$ cat src/rtl/dbi_pkg.sv
// Shared sizing for the bus inversion codec.
// Assumes the bus width is a whole multiple of the lane width.
package dbi_pkg;
    localparam int BUS_W  = 64;
    localparam int LANE_W = 16;
    localparam int LANES  = BUS_W / LANE_W;
endpackage

$ cat src/rtl/dbi_lane_enc.sv
// One transmit lane: counts wire changes against its stored wire image
// and flips the lane when more than half of its wires would toggle.
// Assumes data is sampled on the rising edge; the wire image is held
// between transfers and is the lane's visible output.
module dbi_lane_enc #(
    parameter int W = 16
) (
    input  logic         clk,
    input  logic         rst_n,
    input  logic         vld,
    input  logic [W-1:0] data,
    output logic [W-1:0] wire_q,
    output logic         inv_n_q
);
    localparam int CW = $clog2(W + 1);

    logic [W-1:0]  cand;
    logic [W-1:0]  diff;
    logic [CW-1:0] toggles;
    logic          flip;

    // Count toggles of the plain wire image against the last driven image.
    always_comb begin
        cand    = ~data;
        diff    = cand ^ wire_q;
        toggles = '0;
        for (int i = 0; i < W; i++) begin
            toggles = toggles + CW'(diff[i]);
        end
        flip = (toggles > CW'(W / 2));
    end

    // Drive the chosen image and flag; hold both on idle cycles.
    always_ff @(posedge clk) begin
        if (!rst_n) begin
            wire_q  <= '1;
            inv_n_q <= 1'b1;
        end else if (vld) begin
            wire_q  <= flip ? data : cand;
            inv_n_q <= ~flip;
        end
    end
endmodule

$ cat src/rtl/dbi_lane_dec.sv
// One receive lane: restores true polarity from active-low wires and an
// active-low flag. Purely combinational; the top module registers it.
module dbi_lane_dec #(
    parameter int W = 16
) (
    input  logic [W-1:0] wire_n,
    input  logic         inv_n,
    output logic [W-1:0] data
);
    // A low flag means inversion cancelled the active-low coding.
    always_comb begin
        data = inv_n ? ~wire_n : wire_n;
    end
endmodule

$ cat src/rtl/dbi_codec.sv
// Bus inversion codec top: one encoder and one decoder lane per 16-bit
// lane. The transmit path has one register stage (the wire image); the
// receive path has one register stage on the recovered word.
// Assumes a synchronous active-low reset held for at least one edge.
module dbi_codec #(
    parameter int DATA_W = dbi_pkg::BUS_W,
    parameter int GRP_W  = dbi_pkg::LANE_W
) (
    input  logic                      clk,
    input  logic                      rst_n,
    input  logic                      tx_valid,
    input  logic [DATA_W-1:0]         tx_data,
    output logic                      bus_valid,
    output logic [DATA_W-1:0]         bus_data_n,
    output logic [DATA_W/GRP_W-1:0]   bus_inv_n,
    input  logic                      rx_valid,
    input  logic [DATA_W-1:0]         rx_data_n,
    input  logic [DATA_W/GRP_W-1:0]   rx_inv_n,
    output logic                      rx_out_valid,
    output logic [DATA_W-1:0]         rx_out_data
);
    localparam int NG = DATA_W / GRP_W;

    logic [DATA_W-1:0] dec_word;

    for (genvar g = 0; g < NG; g++) begin : g_lane
        dbi_lane_enc #(.W(GRP_W)) u_enc (
            .clk     (clk),
            .rst_n   (rst_n),
            .vld     (tx_valid),
            .data    (tx_data[g*GRP_W +: GRP_W]),
            .wire_q  (bus_data_n[g*GRP_W +: GRP_W]),
            .inv_n_q (bus_inv_n[g])
        );
        dbi_lane_dec #(.W(GRP_W)) u_dec (
            .wire_n (rx_data_n[g*GRP_W +: GRP_W]),
            .inv_n  (rx_inv_n[g]),
            .data   (dec_word[g*GRP_W +: GRP_W])
        );
    end

    // Transmit strobe follows the wire register by one stage.
    always_ff @(posedge clk) begin
        if (!rst_n) bus_valid <= 1'b0;
        else        bus_valid <= tx_valid;
    end

    // Register the recovered word; hold data across idle cycles.
    always_ff @(posedge clk) begin
        if (!rst_n) begin
            rx_out_valid <= 1'b0;
            rx_out_data  <= '0;
        end else begin
            rx_out_valid <= rx_valid;
            if (rx_valid) rx_out_data <= dec_word;
        end
    end
endmodule

$ cat config.mk
export PLATFORM = sky130hd
export DESIGN_NAME = dbi_codec
export DESIGN_NICKNAME = d
export VERILOG_FILES = /design/src/rtl/dbi_pkg.sv /design/src/rtl/dbi_lane_enc.sv /design/src/rtl/dbi_lane_dec.sv /design/src/rtl/dbi_codec.sv
export SDC_FILE = /design/constraint.sdc
export NUM_CORES = 1
export LEC_CHECK = 0
export BUFFER_PORTS_ARGS = -buffer_cell sky130_fd_sc_hd__buf_2
export CAP_MARGIN = 20
export CORE_MARGIN = 5
export CORE_UTILIZATION = 31
export DETAILED_ROUTE_END_ITERATION = 10
export GPL_TIMING_DRIVEN = 0
export SLEW_MARGIN = 5
export SYNTH_ARGS = -nofsm -noshare
export SYNTH_HDL_FRONTEND = slang
export SYNTH_HIERARCHICAL = 1
export SYNTH_SLANG_ARGS = --single-unit
$ cat constraint.sdc
create_clock -name clk -period 10.05 [get_ports clk]
set_input_delay 1.5075 -clock clk [delete_from_list [all_inputs] [get_ports clk]]
set_output_delay 1.5075 -clock clk [all_outputs]
set_load 0.02 [all_outputs]
==> qor.txt <==
RePlAce Congestion -> 0.8332
Post-CTS setup repair buffer count -> 0
Routed vias -> 7805
DR pass1 iterations -> 5
Max Cap Viol -> 0
Io pins -> 270
Root Buffer Master -> clkbuf_16
Crit path capture type -> register
Commonest cells after routing, fill and taps aside -> 266 x buf_2, 134 x dfxtp_1, 108 x inv_1
Fmax -> 168.7 MHz
CTS resizes -> 0
Mapped Nets -> 1138
Max clock buf depth -> 2
Width of the die -> 182.3 microns
Post-CTS Hold Buffers -> 0
Cell variety after synth -> 35
Critical Path Start -> tx_data[16]
CTS tree -> built
Setup violations, final -> 0
ANT nets after route -> 0
Run status -> complete, no violations
Most common cell after layout, fill and taps aside -> buf_2
Drt via density -> 4.794
CTS clk-pin slew, worst paths -> 0.08 ns
Detailed router's first-iteration violation count -> 342
Arr. time, crit path -> 6.28 ns
Share of layout cells above drive strength 1 -> 28.94%
Number of global-route vias before repair -> 7902
Clk_lat worst skew -> 0.43 ns
Setup tns final -> 0 ns
Initial Util -> 31.23%
CP Data Required Time -> 10.40 ns
Area growth syn-to-layout -> 26.08%
Multi-input logic area -> 5580 sq um
Post-Synthesis Cells -> 942
Worst Path Max Fanout -> 10
WS Path Type -> input port to register
Aggregate routed wire length -> 26360 microns
Hold Fails Final Rpt -> 0
Wire per inst -> 16.19 microns
Post-Syn Area per Cell -> 9.775 sq um
Die Ht -> 182.3 microns
Fillcell total -> 3014
Nets -> 1420
Global route overflow -> 0
Post-Syn Area -> 9208 sq um
CP startpoint kind -> input port
# H-tree levels -> 4
Seq. cell area -> 2683 sq um
Global-route usage over all layers -> 15.43%
Sink Count -> 134
Final min period -> 5.928 ns
Hold Startpoint -> g_lane[2].u_enc/inv_n_q
Global-route wire length before repair -> 42000 microns
FF-to-FF End -> g_lane[1].u_enc/wire_q[0]
Largest net degree at the start of global routing -> 22
Fin Clk Skew -> 0.01531 ns
CP Capture Point -> g_lane[1].u_enc/wire_q[0]
Initial antenna violation count -> 0
Final Max Slew Viols -> 0
Reg2reg start -> g_lane[1].u_enc/wire_q[0]
Die footprint -> 33250 sq um
Slew @ Worst Pin -> 0.7166 ns
Dpl hpwl -> 20140 microns
Core ar. -> 29480 sq um
R2r worst-path depth -> 16
FF-to-FF setup slack -> 4.96 ns
Yosys warnings -> 6
Period Utilization, post-route -> 58.99%
Type of the worst min-delay path -> register to register
Post-synthesis sequential area ratio -> 29.13%
Port bufs -> 263
Unrepaired setup endpoints after global routing -> false
Yosys reg bits -> 134
Max-slew headroom -> 50.86%
Drt drc -> 0
Total CTS buffers -> 17
Site Rows -> 63
==> how the worst min path moves through the flow <==
stage / end / depth (start not counted)
6_report: g_lane[2].u_enc/inv_n_q / 2
3_3_place_gp: rx_out_data[14] / 2
2_1_floorplan: g_lane[0].u_enc/inv_n_q / 2
3_5_place_dp: rx_out_data[20] / 2
5_1_grt: rx_out_data[62] / 2
4_1_cts: g_lane[2].u_enc/inv_n_q / 2
==> metal layers <==
metal / vias up / routed length (microns) / share of wire, % / global-route usage [%]
met5: - / 0 / 0 / 0
met4: 0 / 461 / 1.7 / 4.293
met3: 30 / 1624 / 6.2 / 3.927
met2: 269 / 12420 / 47 / 25.43
met1: 3707 / 11850 / 45 / 20.11
li1: 3799 / - / - / -
==> area by class of cell <==
class                   instances  area share, %
clock buffers                  17          3.665
inverters                     108          3.492
clock inverters                15          1.455
multi-input cells             626          48.07
diodes                          1        0.02156
flip-flops and latches        134          23.11
repair buffers                263          11.34
well taps                     390          4.204
plain buffers                  74          4.645
==> synthesized netlist by cell type <==
library cell	n	share of area [%]
inv_1	108	4.4
nand2_1	64	2.6
or3_1	4	0.27
or2_2	1	0.068
and2_1	2	0.14
mux2i_2	1	0.15
buf_1	4	0.16
o2111ai_2	31	5.1
nor2b_1	64	4.3
mux2i_1	67	7.3
nand4bb_1	8	0.98
nand4b_1	4	0.38
o21ai_1	4	0.22
xor2_1	84	8.0
buf_4	1	0.082
o311ai_0	64	6.1
ha_1	20	2.7
clkbuf_1	42	1.7
a21oi_1	3	0.16
and4b_1	4	0.43
nor2_1	8	0.33
a31oi_1	3	0.20
buf_6	15	1.8
or2_1	3	0.20
dfxtp_1	134	29
nand2b_1	64	4.3
buf_12	8	1.7
nor4b_1	4	0.38
fa_1	40	8.7
xnor2_1	44	4.2
o2111ai_1	33	3.1
buf_2	3	0.16
a21oi_2	1	0.095
buf_8	1	0.16
a31oi_2	1	0.14
==> stage by stage <==
stage	hold slack (ns)	std cells	utilization (%)	cell area, sq um	worst slack [ns]
finish	0.5058	1628	39.38	11610	4.122
floorplan	0.5742	942	-	9208	4.247
global route	0.5381	1627	39.37	11610	3.775
global placement	0.4933	1595	37.35	11010	3.740
detailed placement	0.4966	1595	37.35	11010	3.694
CTS	0.5099	1627	39.37	11610	4.143
==> registers in the layout, summed over array words and instances (netlist names) <==
register	cells
g_lane.u_enc/wire_q	64
rx_out_data	64
g_lane.u_enc/inv_n_q	4
bus_valid	1
rx_out_valid	1
==> critical path, cell delays in order <==
cell and delay [ns]:
buf_2 0.12, xor2_1 0.16, fa_1 0.53, inv_1 0.05
fa_1 0.50, fa_1 0.55, inv_1 0.05, fa_1 0.46
inv_1 0.08, ha_1 0.17, inv_1 0.05, fa_1 0.53
nand4bb_1 0.13, a31oi_1 0.61, clkbuf_1 0.41, o311ai_0 0.22
o2111ai_2 0.13
==> cell families after synthesis <==
kind of cell	count (synthesis)	share of synthesized area, %
and+or+nand+nor	230	14.49
buffers and inverters	182	10.26
AOI/OAI and AO/OA	140	15.10
DFF	134	29.13
xor gates and xnor gates	128	12.18
muxes	68	7.433
adders and majority gates	60	11.41
Power is not shown: default switching activity piles up to over one toggle a cycle in this logic, so the estimate is an artifact.
